**config.mk**
```make
export PLATFORM = sky130hd
export DESIGN_NAME = i2c_tgt_frontend
export DESIGN_NICKNAME = d
export VERILOG_FILES = /design/src/rtl/i2c_tgt_pkg.sv /design/src/rtl/i2c_tgt_ctrl.sv /design/src/rtl/i2c_tgt_datapath.sv /design/src/rtl/i2c_tgt_frontend.sv
export SDC_FILE = /design/constraint.sdc
export NUM_CORES = 1
export LEC_CHECK = 0
export BUFFER_PORTS_ARGS = -buffer_cell sky130_fd_sc_hd__buf_2
export CAP_MARGIN = 25
export CORE_MARGIN = 5
export CORE_UTILIZATION = 45
export CTS_BUF_LIST = sky130_fd_sc_hd__clkbuf_8
export CTS_CLUSTER_SIZE = 24
export DETAILED_ROUTE_END_ITERATION = 6
export PLACE_DENSITY = 0.66
export SETUP_SLACK_MARGIN = 0.3
export SYNTH_ARGS = -nofsm -noshare
export SYNTH_HDL_FRONTEND = slang
export SYNTH_SLANG_ARGS = --single-unit
```
**constraint.sdc**
```tcl
create_clock -name clk -period 2 [get_ports clk]
set_input_delay 0.3 -clock clk [delete_from_list [all_inputs] [get_ports clk]]
set_output_delay 0.3 -clock clk [all_outputs]
set_load 0.01 [all_outputs]
```
**src/rtl/i2c_tgt_pkg.sv**
```systemverilog
package i2c_tgt_pkg;
  localparam int CTRL_IDX    = 0;
  localparam int ALLCALL_IDX = 1;
  localparam int NUM_ALT     = 4;
  localparam logic [7:0] RESET_CODE = 8'h06;

  typedef struct packed {
    logic shift;
    logic loadPtr;
    logic write;
    logic commitAll;
    logic swReset;
  } strobe_t;

  function automatic logic [7:0] regDefault(int idx);
    if (idx == CTRL_IDX) return 8'h02;
    if (idx >= ALLCALL_IDX && idx < ALLCALL_IDX + NUM_ALT)
      return 8'h70 + 8'(idx - ALLCALL_IDX);
    return 8'h00;
  endfunction
endpackage

```
**src/rtl/i2c_tgt_ctrl.sv**
```systemverilog
module i2c_tgt_ctrl
  import i2c_tgt_pkg::*;
(
  input  logic    clk,
  input  logic    rstN,
  input  logic    sclRise,
  input  logic    sclFall,
  input  logic    startDet,
  input  logic    stopDet,
  input  logic    addrHit,
  input  logic    genCallHit,
  input  logic    resetCodeHit,
  output strobe_t strb,
  output logic    sdaOe
);
  typedef enum logic [2:0] {
    ST_IDLE, ST_ADDR, ST_ADDR_DEC, ST_ACK, ST_DATA, ST_DATA_DEC, ST_IGNORE
  } state_t;

  state_t     stateQ, stateD;
  logic [2:0] bitCntQ, bitCntD;
  logic       ptrLoadedQ, ptrLoadedD;
  logic       genCallQ, genCallD;
  logic       sdaOeQ, sdaOeD;

  always_comb begin
    stateD     = stateQ;
    bitCntD    = bitCntQ;
    ptrLoadedD = ptrLoadedQ;
    genCallD   = genCallQ;
    sdaOeD     = sdaOeQ;
    strb       = '0;
    if (stopDet) begin
      strb.commitAll = 1'b1;
      stateD         = ST_IDLE;
      sdaOeD         = 1'b0;
    end else if (startDet) begin
      stateD  = ST_ADDR;
      bitCntD = '0;
      sdaOeD  = 1'b0;
    end else begin
      unique case (stateQ)
        ST_ADDR, ST_DATA: begin
          if (sclRise) begin
            strb.shift = 1'b1;
            bitCntD    = bitCntQ + 3'd1;
            if (bitCntQ == 3'd7)
              stateD = (stateQ == ST_ADDR) ? ST_ADDR_DEC : ST_DATA_DEC;
          end
        end
        ST_ADDR_DEC: begin
          if (sclFall) begin
            if (addrHit || genCallHit) begin
              sdaOeD     = 1'b1;
              genCallD   = genCallHit;
              ptrLoadedD = 1'b0;
              stateD     = ST_ACK;
            end else begin
              stateD = ST_IGNORE;
            end
          end
        end
        ST_DATA_DEC: begin
          if (sclFall) begin
            if (genCallQ) begin
              if (resetCodeHit) begin
                strb.swReset = 1'b1;
                sdaOeD       = 1'b1;
                stateD       = ST_ACK;
              end else begin
                stateD = ST_IGNORE;
              end
            end else begin
              if (!ptrLoadedQ) begin
                strb.loadPtr = 1'b1;
                ptrLoadedD   = 1'b1;
              end else begin
                strb.write = 1'b1;
              end
              sdaOeD = 1'b1;
              stateD = ST_ACK;
            end
          end
        end
        ST_ACK: begin
          if (sclFall) begin
            sdaOeD  = 1'b0;
            bitCntD = '0;
            stateD  = ST_DATA;
          end
        end
        default: ;
      endcase
    end
  end

  always_ff @(posedge clk or negedge rstN) begin
    if (!rstN) begin
      stateQ     <= ST_IDLE;
      bitCntQ    <= '0;
      ptrLoadedQ <= 1'b0;
      genCallQ   <= 1'b0;
      sdaOeQ     <= 1'b0;
    end else begin
      stateQ     <= stateD;
      bitCntQ    <= bitCntD;
      ptrLoadedQ <= ptrLoadedD;
      genCallQ   <= genCallD;
      sdaOeQ     <= sdaOeD;
    end
  end

  assign sdaOe = sdaOeQ;
endmodule

```
**src/rtl/i2c_tgt_datapath.sv**
```systemverilog
module i2c_tgt_datapath
  import i2c_tgt_pkg::*;
#(
  parameter int NUM_REGS = 8,
  localparam int PTR_W   = $clog2(NUM_REGS)
) (
  input  logic                  clk,
  input  logic                  rstN,
  input  strobe_t               strb,
  input  logic                  sdaBit,
  input  logic [6:0]            addrPins,
  output logic                  addrHit,
  output logic                  genCallHit,
  output logic                  resetCodeHit,
  output logic [NUM_REGS*8-1:0] regsOut
);
  logic [7:0]       rxByte;
  logic [PTR_W-1:0] ptrQ;
  logic             ackMode;
  logic             altHit;

  always_ff @(posedge clk or negedge rstN) begin
    if (!rstN) rxByte <= '0;
    else if (strb.shift) rxByte <= {rxByte[6:0], sdaBit};
  end

  always_ff @(posedge clk or negedge rstN) begin
    if (!rstN) ptrQ <= '0;
    else if (strb.loadPtr) ptrQ <= rxByte[PTR_W-1:0];
    else if (strb.write) ptrQ <= ptrQ + 1'b1;
  end

  assign ackMode = regsOut[CTRL_IDX*8];

  always_comb begin
    altHit = 1'b0;
    for (int k = 0; k < NUM_ALT; k++) begin
      if (regsOut[CTRL_IDX*8 + 1 + k] &&
          rxByte[7:1] == regsOut[(ALLCALL_IDX + k)*8 +: 7])
        altHit = 1'b1;
    end
  end

  assign addrHit      = !rxByte[0] && (rxByte[7:1] == addrPins || altHit);
  assign genCallHit   = (rxByte == 8'h00);
  assign resetCodeHit = (rxByte == RESET_CODE);

  for (genvar i = 0; i < NUM_REGS; i++) begin : g_reg
    logic [7:0] shadowQ, activeQ;
    always_ff @(posedge clk or negedge rstN) begin
      if (!rstN) begin
        shadowQ <= regDefault(i);
        activeQ <= regDefault(i);
      end else if (strb.swReset) begin
        shadowQ <= regDefault(i);
        activeQ <= regDefault(i);
      end else if (strb.write && ptrQ == PTR_W'(i)) begin
        shadowQ <= rxByte;
        if (ackMode) activeQ <= rxByte;
      end else if (strb.commitAll) begin
        activeQ <= shadowQ;
      end
    end
    assign regsOut[i*8 +: 8] = activeQ;
  end
endmodule

```
**src/rtl/i2c_tgt_frontend.sv**
```systemverilog
module i2c_tgt_frontend
  import i2c_tgt_pkg::*;
#(
  parameter int NUM_REGS = 8
) (
  input  logic                  clk,
  input  logic                  rstN,
  input  logic                  sclIn,
  input  logic                  sdaIn,
  output logic                  sdaOe,
  input  logic [6:0]            addrPins,
  output logic [NUM_REGS*8-1:0] regsOut,
  output logic                  swResetPulse
);
  logic    sclMeta, sclS, sclPrev;
  logic    sdaMeta, sdaS, sdaPrev;
  logic    sclRise, sclFall, startDet, stopDet;
  logic    addrHit, genCallHit, resetCodeHit;
  strobe_t strb;

  always_ff @(posedge clk or negedge rstN) begin
    if (!rstN) begin
      {sclMeta, sclS, sclPrev} <= 3'b111;
      {sdaMeta, sdaS, sdaPrev} <= 3'b111;
    end else begin
      {sclMeta, sclS, sclPrev} <= {sclIn, sclMeta, sclS};
      {sdaMeta, sdaS, sdaPrev} <= {sdaIn, sdaMeta, sdaS};
    end
  end

  assign sclRise  = sclS && !sclPrev;
  assign sclFall  = !sclS && sclPrev;
  assign startDet = sclS && sclPrev && sdaPrev && !sdaS;
  assign stopDet  = sclS && sclPrev && !sdaPrev && sdaS;

  i2c_tgt_ctrl u_ctrl (
    .clk, .rstN, .sclRise, .sclFall, .startDet, .stopDet,
    .addrHit, .genCallHit, .resetCodeHit, .strb, .sdaOe
  );

  i2c_tgt_datapath #(.NUM_REGS(NUM_REGS)) u_dp (
    .clk, .rstN, .strb, .sdaBit(sdaS), .addrPins,
    .addrHit, .genCallHit, .resetCodeHit, .regsOut
  );

  assign swResetPulse = strb.swReset;
endmodule

```
* After elaboration in Yosys (flattened, before gate mapping)
Cells that the tools add are included.
** Storage, ports and cells
- Output and inout bits :: 66
- Input bits :: 11
- Flip-flop bits (word level) :: 154
** Operators by class
- Add/sub/neg operators :: 2
- Bitwise gates (word level) :: 2
- Muxes and demuxes :: 94
- Reduce and logical (&&, ||, !) cells :: 64
- Equal/unequal tests :: 40
** Operators with widths (number)
- 2-to-1 mux 8 bit :: 42
- 2-to-1 mux 3 bit :: 18
- == test 7 bit :: 5
- 2-to-1 mux 1 bit :: 27
- nonzero test 3 bit :: 9
- inequality test 3 x 2 -> 1 bit (second input constant) :: 8
- == test 3 bit (second input constant) :: 7
- logical AND 1 bit :: 20
- nonzero test 2 bit :: 10
- inequality test 4 bit (second input constant) :: 4
- AND reduction 2 bit :: 8
- == test 3 x 2 -> 1 bit (second input constant) :: 4
- one-hot mux 3 bit (4 select lines) :: 1
- AND reduction 6 bit :: 2
- == test 8 x 3 -> 1 bit (second input constant) :: 1
- zero test 8 bit :: 1
- inequality test 4 x 3 -> 1 bit (second input constant) :: 2
- AND reduction 7 bit :: 1
- adder 3 x 1 -> 3 bit (second input constant) :: 2
- == test 3 x 1 -> 1 bit (second input constant) :: 2
- 2-to-1 mux 2 bit :: 3
- inequality test 2 bit (second input constant) :: 3
- inequality test 3 bit (second input constant) :: 2
- one-hot mux 3 bit (2 select lines) :: 1
- other kinds (13) :: 19

* Logic depth before layout (Yosys ltp)
Gate-level depths: netlist of run 1.
- Depth in word-level cells :: 14
- Gate-level depth with buffers :: 9
- Mapped depth without buffers :: 7

* Modules after synthesis
Synthesis of run 1 repeated with hierarchy kept, for this count alone.
** Second synthesis, totals
- Cells, all modules :: 633
- Area total of the unflattened synthesis :: 7103.1 sq um
** By module, submodules not included
- i2c_tgt_datapath :: instances 1, cells an instance 556, sequential area each 3520.9 sq um, area an instance 6264.8 sq um
- i2c_tgt_ctrl :: instances 1, cells an instance 67, sequential area each 225.2 sq um, area an instance 648.1 sq um
- i2c_tgt_frontend :: instances 1, cells an instance 10, sequential area each 157.7 sq um, area an instance 190.2 sq um

* Worst setup path after synthesis of run 1
Ideal clock, no wire load.
- Path kind :: reg2reg
- Start :: register sclPrev
- End :: register u_dp.g_reg[4].activeQ[2]
- Path slack :: -0.117 ns
- Stages on the path, launching flop included :: 7
- Data arrival time :: 1.993 ns
- Period minus slack after synthesis :: 2.117 ns
- Path through :: dfstp_2 > and4b_2 > nand3_4 > or3_1 > buf_6 > o21ai_4 > mux2_2
** Between the ends
- Word-level cells in the longest chain between the ends :: 8
** Ends and longest elaborated chain
- start, declared :: RTL line i2c_tgt_frontend.sv:15 : logic sclMeta, sclS, sclPrev;
- start signal, assigned :: RTL line i2c_tgt_frontend.sv:26 : {sclMeta, sclS, sclPrev} <= {sclIn, sclMeta, sclS};
- logical AND 1 bit, on equally long branches :: RTL line i2c_tgt_frontend.sv:32, i2c_tgt_frontend.sv:33, i2c_tgt_frontend.sv:34
- 2-to-1 mux 2 bit / logical AND 1 bit (equally long branches) :: RTL line i2c_tgt_ctrl.sv:64, i2c_tgt_frontend.sv:33
- 2-to-1 mux 2 bit / logical AND 1 bit (equally long branches) :: RTL line i2c_tgt_ctrl.sv:42, i2c_tgt_frontend.sv:33
- 2-to-1 mux 3 bit :: RTL line i2c_tgt_ctrl.sv:37 : end else if (startDet) begin
- 2-to-1 mux 3 bit :: RTL line i2c_tgt_ctrl.sv:33 : if (stopDet) begin
- logical AND 1 bit :: RTL line i2c_tgt_datapath.sv:57 : end else if (strb.write && ptrQ == PTR_W'(i)) begin
- inequality test 3 x 2 -> 1 bit (no source line) (tied with other cells)
- AND reduction 2 bit (no source line) / 2-to-1 mux 8 bit (equally long branches)
- end signal, assigned :: RTL line i2c_tgt_datapath.sv:56 : activeQ <= regDefault(i);
- end signal, assigned :: RTL line i2c_tgt_datapath.sv:59 : if (ackMode) activeQ <= rxByte;
- end signal, assigned :: RTL line i2c_tgt_datapath.sv:61 : activeQ <= shadowQ;
- end, declared :: RTL line i2c_tgt_datapath.sv:49 : logic [7:0] shadowQ, activeQ;
Several ways; a longest one is shown, not always the timed one.
A chain may end at the register's enable or synchronous reset.

* Worst setup path after layout of run 1
- Start :: register sclPrev
- End :: register u_dp.g_reg[4].activeQ[7]
Same word-level chain as after synthesis.

==> results of run 1 <==
-- what timing repair did --
action | CTS | global route
setup endpoints to repair | 146 | 146
endpoints found under the hold margin | 33 | 0
hold buffers | 3 | 0
pin swaps | 29 | 24
setup buffers | 22 | 11
gates cloned | 0 | 2
resized for setup | 89 | 84
-- path summary, 6_finish.rpt --
path	depth (start not counted)	endpoint	slack, ns	start
max	7	u_dp.g_reg[4].activeQ[7]	-0.15	sclPrev
min	0	sdaS	0.36	sdaMeta
max reg2reg	7	u_dp.g_reg[4].activeQ[7]	-0.15	sclPrev
min reg2reg	0	sdaS	0.36	sdaMeta
max in group asynchronous	3	u_dp.g_reg[3].activeQ[6]	0.91	rstN
min in group asynchronous	2	u_ctrl.stateQ[2]	0.39	rstN
-- layout by cell type (no fill, tap or decap), types with 13 or more instances in the layout --
cell	Yosys	final
xnor2_1	14	13
xor2_1	22	21
inv_1	7	13
buf_4	2	91
dfstp_2	40	40
buf_6	3	24
o21ai_1	2	13
dfrtp_1	114	112
nand3_1	38	33
buf_2	16	74
mux2_2	57	25
nand2_1	134	110
nor2_1	35	27
mux2_4	0	32
nand2_2	0	20
buf_12	0	15
clkbuf_8	0	18
-- layout make-up --
type                            count  area (µm²)  share of cell area (%)
Tap cell                          211         264                    2.71
Multi-Input combinational cell    445        3420                    35.2
Clock buffer                       18         248                    2.55
Sequential cell                   154        3910                    40.2
Inverter                            8        35.0                   0.360
Clock inverter                     14         144                    1.48
Timing Repair Buffer              210        1710                    17.6
-- worst reg2reg max path, delay by kind of cell, from the launching register on --
| kind | cells | cell delay (ns) |
|---|---|---|
| compound gates | 1 | 0.07 |
| buf+inv | 1 | 0.15 |
| flops | 1 | 0.54 |
| mux | 1 | 0.29 |
| simple gates | 4 | 1.00 |
-- power groups by stage --
stage	sequential, mW	combinational (mW)	clock, mW
CTS	3.72	2.75	2.40
global placement	3.77	2.42	0
finish	3.74	3.11	2.36
global route	3.77	3.33	2.55
floorplan	3.69	1.42	0
detailed placement	3.79	2.50	0
-- cell families after synthesis --
| kind of cell | after synthesis | share of synthesized area [%] |
|---|---|---|
| AOI/OAI and AO/OA | 76 | 7.16 |
| xor gates and xnor gates | 36 | 4.50 |
| adders and majority gates | 8 | 1.43 |
| DFF | 154 | 55.7 |
| and+or+nand+nor | 262 | 17.9 |
| muxes | 62 | 9.98 |
| buffers and inverters | 50 | 3.39 |
-- metal layers --
| metal | vias up | share of wire, % |
|---|---|---|
| li1 | 2595 | - |
| met1 | 2909 | 44 |
| met2 | 204 | 49 |
| met3 | 31 | 5.0 |
| met4 | 0 | 1.9 |
| met5 | - | 0 |
-- per-stage QoR --
| step | power, mW | utilization, % |
|---|---|---|
| 2_1_floorplan | 5.11 | - |
| 3_3_place_gp | 6.19 | 55.0 |
| 3_5_place_dp | 6.28 | 55.0 |
| 4_1_cts | 8.87 | 61.0 |
| 5_1_grt | 9.64 | 63.7 |
| 6_report | 9.21 | 63.7 |
-- flip-flops by register name, summed over array words and instances, names as in the netlist --
register           cells
u_dp.rxByte            8
u_dp.ptrQ              3
sclS                   1
u_ctrl.sdaOe           1
sdaPrev                1
u_dp.g.activeQ        64
sclPrev                1
u_ctrl.ptrLoadedQ      1
sdaMeta                1
sclMeta                1
sdaS                   1
u_ctrl.genCallQ        1
u_ctrl.bitCntQ         3
u_dp.g.shadowQ        64
u_ctrl.stateQ          3
==> flow_metrics.env, run 1 <==
export IMPL_status="finished, violations left"
export IMPL_violations="negative setup slack"
export IMPL_grt_setup_unrepaired="true"
export IMPL_top_usage_layer="met2"
export IMPL_synth_area_leaders="dfrtp_1, dfstp_2, mux2_2"
export IMPL_grt_pass1_wl_um=30600
export IMPL_fin_hold_ws_ns=0.359
export IMPL_postSynth_asyncResetShare_pct=100
export IMPL_cap_violations=0
export IMPL_avgSynthCellArea_um2=10.8
export IMPL_ys_top_cells_by_count="nand2_1, dfrtp_1, mux2_2"
export IMPL_path_class="reg -> reg"
export IMPL_fin_cells=1060
export IMPL_clk_pin_slew_worst_paths_ns=0.08
export IMPL_die_h_um=135
export IMPL_areaGrowthSynthToFinish_pct=38.7
export IMPL_wirelength_um=19600
export IMPL_cts_path_max_buffers=2
export IMPL_yosysSeqAreaShare_pct=55.7
export IMPL_syn_num_nets=667
export IMPL_clkLatencyLatePin_ns=0.45
export IMPL_finalWorstSetupSlack_ns=-0.155
export IMPL_finalCritPeriodShare_pct=108
export IMPL_cp_start_kind="flop"
export IMPL_num_rows=45
export IMPL_die_w_um=135
export IMPL_met3_usage_pct=5.70
export IMPL_fillers=1144
export IMPL_antenna_cells=0
export IMPL_powerDensity_nw_per_um2=947
export IMPL_skew_ns=0.0106
export IMPL_synth_top_cell_area_share_pct=40.7
export IMPL_ant_nets=0
export IMPL_post_route_drc_count=0
export IMPL_max_stage_delay_ns=0.54
export IMPL_yosysMostFrequentCell="nand2_1"
export IMPL_grt_pass1_vias=5810
export IMPL_synth_seq_cells=154
export IMPL_ir_drop_mv=0.555
export IMPL_use_met1_pct=28.7
export IMPL_antenna_found_initial=0
export IMPL_p_leak_nw=5.02
export IMPL_place_gp_congestion=0.834
export IMPL_place_hpwl_um=12800
export IMPL_hold_class="reg -> reg"
export IMPL_core_area_um2=15300
export IMPL_final_cell_area_um2=9720
export IMPL_critPathArrivalTime_ns=2.50
export IMPL_portBuffers=76
export IMPL_initial_core_util_pct=45.9
export IMPL_cts_sinks=154
export IMPL_fin_nets=855
export IMPL_cts_tree="built"
export IMPL_synthCells=648
export IMPL_drt_iter0_drc=551
export IMPL_period_needed_ns=2.15
export IMPL_worstPathMaxFanout=8
export IMPL_worst_pin_slew_ns=0.574
export IMPL_place_area_um2=8390
export IMPL_setup_viol=63
export IMPL_path_cells="and4b_2 > nand3_4 > or3_4 > nand3_2 > o21ai_4 > buf_12 > mux2_4"
export IMPL_dp_cells=990
export IMPL_overflow=0
export IMPL_drive_gt1_share_pct=50.4
export IMPL_netSwitchingFraction_pct=33.4
export IMPL_grt_usage_pct=21.5
export IMPL_vias_per_cell=5.41
export IMPL_pwr_share_clk_pct=25.6
export IMPL_die_area_um2=18200
export IMPL_combPwrFrac_pct=33.8
export IMPL_ios=77
export IMPL_fin_tns_setup_ns=-4.02
export IMPL_synth_top_area_cell="dfrtp_1"
export IMPL_cts_htree_levels=4
export IMPL_p_int_mw=6.14
export IMPL_synth_edff_count=0
export IMPL_syn_area_um2=7010
export IMPL_hold_violations=0
export IMPL_slew_viol_final=0
export IMPL_ys_warn_count=0
export IMPL_slew_headroom_pct=61.7
export IMPL_critPathBufInv=1
export IMPL_synth_ff_type="dfrtp_1"
export IMPL_crit_family="simple AND/OR/NAND/NOR gates"
export IMPL_timing_fmax_ghz=0.464
export IMPL_cp_end_kind="flop"
export IMPL_dr_pass1_iters=7
export IMPL_synth_cell_types=56
export IMPL_globalRouteMet2Util_pct=34.1
export IMPL_dpl_worst_slack_ns=-0.143
export IMPL_power_frac_seq_pct=40.6
export IMPL_cts_root_buf="clkbuf_8"
export IMPL_vias=5739
export IMPL_wire_per_inst_um=18.5
export IMPL_cts_made_buffers=17
export IMPL_cp_slowest_cell="dfstp_2"
export IMPL_grt_max_degree=55
export IMPL_critical_path_required_ns=2.34
export IMPL_switchingPower_mw=3.07
Note: power is estimated with default switching activity, not from simulation.
==> run 2: changes to the inputs <==
PLACE_DENSITY = 0.77   (was 0.66)
RECOVER_POWER = 100   (was not set)
==> run 2 against run 1 <==
- the run still ends with negative setup slack left
- flip-flop and latch count stayed put
- highest routed layer unchanged
- clock skew is 0.0049 ns higher
- sequential power hardly changed
- clock power is 11% higher
- hold slack better by 0.0070 ns
- sequential share of layout area is 1.5 points higher
- first-iteration DRC count is 20% lower
- power is 0.21% higher
- largest power group unchanged
==> flow_metrics.env, run 2 (synthesis results as in run 1) <==
export IMPL_status="finished, violations left"
export IMPL_violations="negative setup slack"
export IMPL_grt_setup_unrepaired="true"
export IMPL_grt_pass1_vias=5734
export IMPL_fin_nets=839
export IMPL_fin_cells=1044
export IMPL_cts_tree="built"
export IMPL_clk_pin_slew_worst_paths_ns=0.09
export IMPL_p_leak_nw=4.62
export IMPL_skew_ns=0.0155
export IMPL_vias_per_cell=5.45
export IMPL_path_cells="and4b_2 > nand3_4 > buf_6 > nor3_4 > mux2i_2 > buf_4 > nand2_1 > o21ai_0"
export IMPL_die_area_um2=18200
export IMPL_seq_area_um2=3910
export IMPL_die_w_um=135
export IMPL_worstPathMaxFanout=6
export IMPL_num_rows=45
export IMPL_overflow=0
export IMPL_critPathArrivalTime_ns=2.59
export IMPL_reg_top3="u_dp.g.activeQ x64, u_dp.g.shadowQ x64, u_dp.rxByte x8"
export IMPL_vias=5692
export IMPL_cp_end_kind="flop"
export IMPL_ios=77
export IMPL_combPwrFrac_pct=31.3
export IMPL_areaGrowthSynthToFinish_pct=33.8
export IMPL_setup_viol=66
export IMPL_cts_htree_levels=4
export IMPL_cts_sinks=154
export IMPL_drive_gt1_share_pct=39.4
export IMPL_hold_path_end="sdaS"
export IMPL_r2r_cells=8
export IMPL_finalWorstSetupSlack_ns=-0.208
export IMPL_cts_root_buf="clkbuf_8"
export IMPL_finalCritPeriodShare_pct=110
export IMPL_antenna_found_initial=0
export IMPL_initial_core_util_pct=45.9
export IMPL_cp_slowest_cell="dfstp_2"
export IMPL_p_total_mw=9.23
export IMPL_final_common_cell="nand2_1"
export IMPL_powerDensity_nw_per_um2=984
export IMPL_worst_pin_slew_ns=0.953
export IMPL_critical_path_required_ns=2.38
export IMPL_antenna_cells=0
export IMPL_holdCritStartpoint="sdaMeta"
export IMPL_period_needed_ns=2.21
export IMPL_r2r_end="u_dp.g_reg[0].activeQ[7]"
export IMPL_wire_per_inst_um=18.7
export IMPL_dp_cells=979
export IMPL_post_route_drc_count=0
export IMPL_path_class="reg -> reg"
export IMPL_r2r_start="sclPrev"
export IMPL_fillers=1176
export IMPL_ant_nets=0
export IMPL_place_area_um2=8310
export IMPL_clkLatencyLatePin_ns=0.48
export IMPL_ir_drop_mv=0.877
export IMPL_grt_pass1_wl_um=29400
export IMPL_dpl_worst_slack_ns=-0.148
export IMPL_cts_path_max_buffers=2
export IMPL_grt_usage_pct=20.6
export IMPL_pwr_share_clk_pct=28.4
export IMPL_drt_iter0_drc=439
export IMPL_hold_class="reg -> reg"
export IMPL_worst_r2r_setup_slack_ns=-0.21
export IMPL_portBuffers=76
export IMPL_die_h_um=135
export IMPL_final_cell_area_um2=9380
export IMPL_timing_fmax_ghz=0.453
export IMPL_p_int_mw=6.13
export IMPL_switchingPower_mw=3.09
export IMPL_wirelength_um=19600
export IMPL_core_area_um2=15300
export IMPL_cap_violations=0
export IMPL_slew_viol_final=0
export IMPL_slew_headroom_pct=36.5
export IMPL_power_frac_seq_pct=40.3
export IMPL_final_cell_mix="nand2_1, dfrtp_1, buf_4"
export IMPL_dr_pass1_iters=5
export IMPL_hold_violations=0
export IMPL_cts_made_buffers=17
export IMPL_max_stage_delay_ns=0.55
export IMPL_place_gp_congestion=0.881
export IMPL_netSwitchingFraction_pct=33.5
export IMPL_grt_max_degree=68
export IMPL_place_hpwl_um=11700
export IMPL_multiInputGateArea_um2=3290
export IMPL_cp_start_kind="flop"
export IMPL_min_path_cells=0
-- run 2: what timing repair did --
item,in CTS,in global routing
gates cloned,1,2
resized for setup,75,60
pin swaps,22,42
setup buffers,13,14
setup endpoints to repair,145,146
hold buffers,3,0
endpoints found under the hold margin,18,0
-- run 2: worst max path at each step --
stage | startpoint | to | slack, ns | cells after the start
5_1_grt | sclPrev | u_dp.g_reg[0].activeQ[7] | -0.32 | 8
6_report | sclPrev | u_dp.g_reg[0].activeQ[7] | -0.21 | 8
3_3_place_gp | sclPrev | u_dp.g_reg[5].activeQ[4] | -0.11 | 5
2_1_floorplan | sclPrev | u_dp.g_reg[4].activeQ[2] | -0.09 | 6
4_1_cts | u_dp.rxByte[5] | swResetPulse | -0.16 | 6
3_5_place_dp | sclPrev | u_dp.g_reg[5].activeQ[5] | -0.15 | 5
-- run 2: power groups by stage --
| stage | clock (mW) | sequential, mW | combinational [mW] |
|---|---|---|---|
| floorplan | 0 | 3.69 | 1.42 |
| global placement | 0 | 3.77 | 2.36 |
| detailed placement | 0 | 3.78 | 2.40 |
| CTS | 2.65 | 3.72 | 2.64 |
| global route | 2.80 | 3.74 | 3.09 |
| finish | 2.62 | 3.72 | 2.89 |
-- run 2: cell type report --
| class | count | share of cell area (%) |
|---|---|---|
| clock buffers | 18 | 2.64 |
| clock inverters | 14 | 2.09 |
| inverters | 8 | 0.400 |
| multi-input cells | 446 | 35.1 |
| flip-flops and latches | 154 | 41.7 |
| well taps | 211 | 2.81 |
| repair buffers | 193 | 15.3 |
-- run 2: per-layer routing --
layer  track usage, %  vias up  part of all wire [%]
li1                 -     2563                     -
met5                0        -                     0
met4             8.14        0                   4.4
met2             32.7      228                    48
met1             27.5     2837                    41
met3             4.77       64                   6.0
-- run 2: critical path: cells and delay by family, from the launching register on --
| kind | cells | cell delay, ns |
|---|---|---|
| and+or+nand+nor | 4 | 0.67 |
| DFF | 1 | 0.55 |
| muxes | 1 | 0.40 |
| buffers and inverters | 2 | 0.37 |
| AOI/OAI and AO/OA | 1 | 0.12 |
-- run 2: metrics by stage --
stage / hold WS (ns) / utilization (%) / TNS (ns)
after floorplan: 0.00441 / - / -1.68
after global placement: 0.231 / 54.4 / -2.45
after detailed placement: 0.232 / 54.4 / -4.98
after CTS: 0.296 / 60.0 / -3.52
after global routing: 0.372 / 61.5 / -11.26
final: 0.366 / 61.5 / -6.13
==> run 3: changes to the inputs <==
BUFFER_PORTS_ARGS = not set   (was -buffer_cell sky130_fd_sc_hd__buf_2)
CORE_UTILIZATION = 35   (was 45)
DONT_BUFFER_PORTS = 1   (was not set)
PLACE_DENSITY = 0.62   (was 0.77)
==> run 3 against run 2 <==
- the flow finishes with violations (negative hold slack, negative setup slack)
- cell count is 2.0% lower
- sequential power hardly changed
- flip-flop and latch count stayed put
- clock skew is 0.0048 ns lower
- highest routed layer unchanged
- die area is 26% higher
==> flow_metrics.env, run 3 (synthesis results as in run 1) <==
export IMPL_fin_nets=764
export IMPL_power_frac_seq_pct=42.3
export IMPL_cts_root_buf="clkbuf_8"
export IMPL_grt_setup_unrepaired="true"
export IMPL_dp_cells=958
export IMPL_critPathBufInv=1
export IMPL_grt_max_degree=155
export IMPL_p_leak_nw=4.62
export IMPL_portBuffers=0
export IMPL_violations="negative hold slack, negative setup slack"
export IMPL_dr_pass1_iters=4
export IMPL_cp_start_kind="flop"
export IMPL_grt_pass1_wl_um=29500
export IMPL_critical_path_required_ns=2.35
export IMPL_crit_family="simple AND/OR/NAND/NOR gates"
export IMPL_cts_hold_buffers=2
export IMPL_hold_class="in -> async"
export IMPL_die_w_um=152
export IMPL_drive_gt1_share_pct=44.2
export IMPL_num_rows=51
export IMPL_fin_hold_ws_ns=-0.462
export IMPL_fillers=1738
export IMPL_grt_pass1_vias=5456
export IMPL_antenna_cells=0
export IMPL_vias_per_cell=5.16
export IMPL_die_h_um=152
export IMPL_cts_htree_levels=4
export IMPL_place_hpwl_um=12600
export IMPL_cts_tree="built"
export IMPL_final_cell_mix="dfrtp_1, nand2_1, buf_4"
export IMPL_status="finished, violations left"
export IMPL_cts_made_buffers=17
export IMPL_cp_end_kind="flop"
export IMPL_clkLatencyLatePin_ns=0.46
export IMPL_cap_violations=0
export IMPL_slew_viol_final=0
export IMPL_path_cells="and4b_1 > nand3_4 > or3_4 > nand3_2 > o21ai_4 > buf_12 > mux2_4"
export IMPL_max_stage_delay_ns=0.55
export IMPL_post_route_drc_count=0
export IMPL_areaGrowthSynthToFinish_pct=34.3
export IMPL_p_int_mw=5.94
export IMPL_clk_pin_slew_worst_paths_ns=0.08
export IMPL_fin_cells=1023
export IMPL_dpl_worst_slack_ns=-0.159
export IMPL_slew_headroom_pct=68.8
export IMPL_place_gp_congestion=0.836
export IMPL_setup_viol=68
export IMPL_die_area_um2=23000
export IMPL_ir_drop_mv=0.519
export IMPL_worstPathMaxFanout=8
export IMPL_finalCritPeriodShare_pct=107
export IMPL_pwr_share_clk_pct=26.6
export IMPL_period_needed_ns=2.13
export IMPL_finalWorstSetupSlack_ns=-0.135
export IMPL_wire_per_inst_um=18.9
export IMPL_combPwrFrac_pct=31.1
export IMPL_overflow=0
export IMPL_switchingPower_mw=2.94
export IMPL_ios=77
export IMPL_path_class="reg -> reg"
export IMPL_cts_sinks=154
export IMPL_cts_path_max_buffers=2
export IMPL_final_common_cell="dfrtp_1"
export IMPL_cp_slowest_cell="dfstp_2"
export IMPL_antenna_found_initial=0
export IMPL_critPathArrivalTime_ns=2.48
export IMPL_wirelength_um=19400
export IMPL_core_area_um2=19600
export IMPL_hold_violations=154
export IMPL_netSwitchingFraction_pct=33.1
export IMPL_vias=5280
export IMPL_drt_iter0_drc=344
export IMPL_reg_top3="u_dp.g.activeQ x64, u_dp.g.shadowQ x64, u_dp.rxByte x8"
export IMPL_worst_pin_slew_ns=0.461
export IMPL_timing_fmax_ghz=0.468
export IMPL_initial_core_util_pct=35.8
export IMPL_grt_usage_pct=16.6
export IMPL_powerDensity_nw_per_um2=943
export IMPL_ant_nets=0
export IMPL_skew_ns=0.0107
run 3: cell types whose count changed in the layout (fill, tap and decap cells not counted), moves of 12 or more:
| cell | change |
|---|---|
| buf_2 | -27 |
| buf_4 | -13 |
| clkbuf_1 | -44 |
| mux2_2 | -32 |
| mux2_4 | +32 |
| nand2_1 | -12 |
| o21ai_0 | -14 |
run 3: through the flow:
stage,utilization [%],setup TNS (ns),area (µm²),power [mW],hold slack [ns]
floorplan,-,-1.68,7160,5.11,0.00441
global placement,40.8,-1.99,7990,6.03,0.0131
detailed placement,40.8,-5.43,7990,6.12,0.0129
CTS,45.1,-2.82,8830,8.64,-0.490
global route,48.1,-9.47,9410,9.30,-0.498
finish,48.1,-4.78,9410,8.88,-0.462
run 3: final timing paths:
kind / cells past startpoint / end / slack [ns] / startpoint
min: 0 / u_dp.g_reg[1].activeQ[7] / -0.46 / rstN
max reg2reg: 7 / u_dp.g_reg[5].activeQ[0] / -0.13 / sclPrev
min in group clk: 0 / sdaS / 0.36 / sdaMeta
max in group asynchronous: 0 / u_dp.g_reg[3].shadowQ[5] / 2.14 / rstN
max: 7 / u_dp.g_reg[5].activeQ[0] / -0.13 / sclPrev
min reg2reg: 0 / sdaS / 0.36 / sdaMeta
run 3: layout make-up:
type / count / area [µm²] / area share (%)
multi-input combinational: 446 / 3590 / 38.2
tap: 265 / 332 / 3.52
clock buffer: 20 / 275 / 2.92
timing repair buffer: 118 / 1150 / 12.2
clock inverter: 12 / 125 / 1.33
inverter: 8 / 35.0 / 0.372
sequential: 154 / 3910 / 41.5
run 3: per-layer routing:
| layer | routed length (µm) | vias up | GRT usage, % | share of wire [%] |
|---|---|---|---|---|
| met5 | 0 | - | 0 | 0 |
| met4 | 218 | 0 | 5.26 | 1.1 |
| met3 | 1450 | 19 | 5.53 | 7.5 |
| met2 | 9550 | 148 | 26.7 | 49 |
| met1 | 8150 | 2697 | 21.2 | 42 |
| li1 | - | 2416 | - | - |
run 3: worst register-to-register path, stage by stage (launching register included):
cell	delay, ns
dfstp_2	0.55
and4b_1	0.27
nand3_4	0.15
or3_4	0.41
nand3_2	0.12
o21ai_4	0.07
buf_12	0.16
mux2_4	0.30
run 3: repair_timing:
item,4_1_cts,5_1_grt
pin swaps,30,48
setup endpoints to repair,145,145
setup buffers,13,15
cloned,2,1
endpoints found under the hold margin,156,154
gates resized for setup,92,137
run 3: power by group through the flow:
stage / Combinational [mW] / Clock [mW] / Sequential (mW)
after floorplan: 1.42 / 0 / 3.69
after global placement: 2.24 / 0 / 3.79
after detailed placement: 2.32 / 0 / 3.80
after CTS: 2.46 / 2.42 / 3.76
after global routing: 2.95 / 2.56 / 3.79
final: 2.76 / 2.36 / 3.75
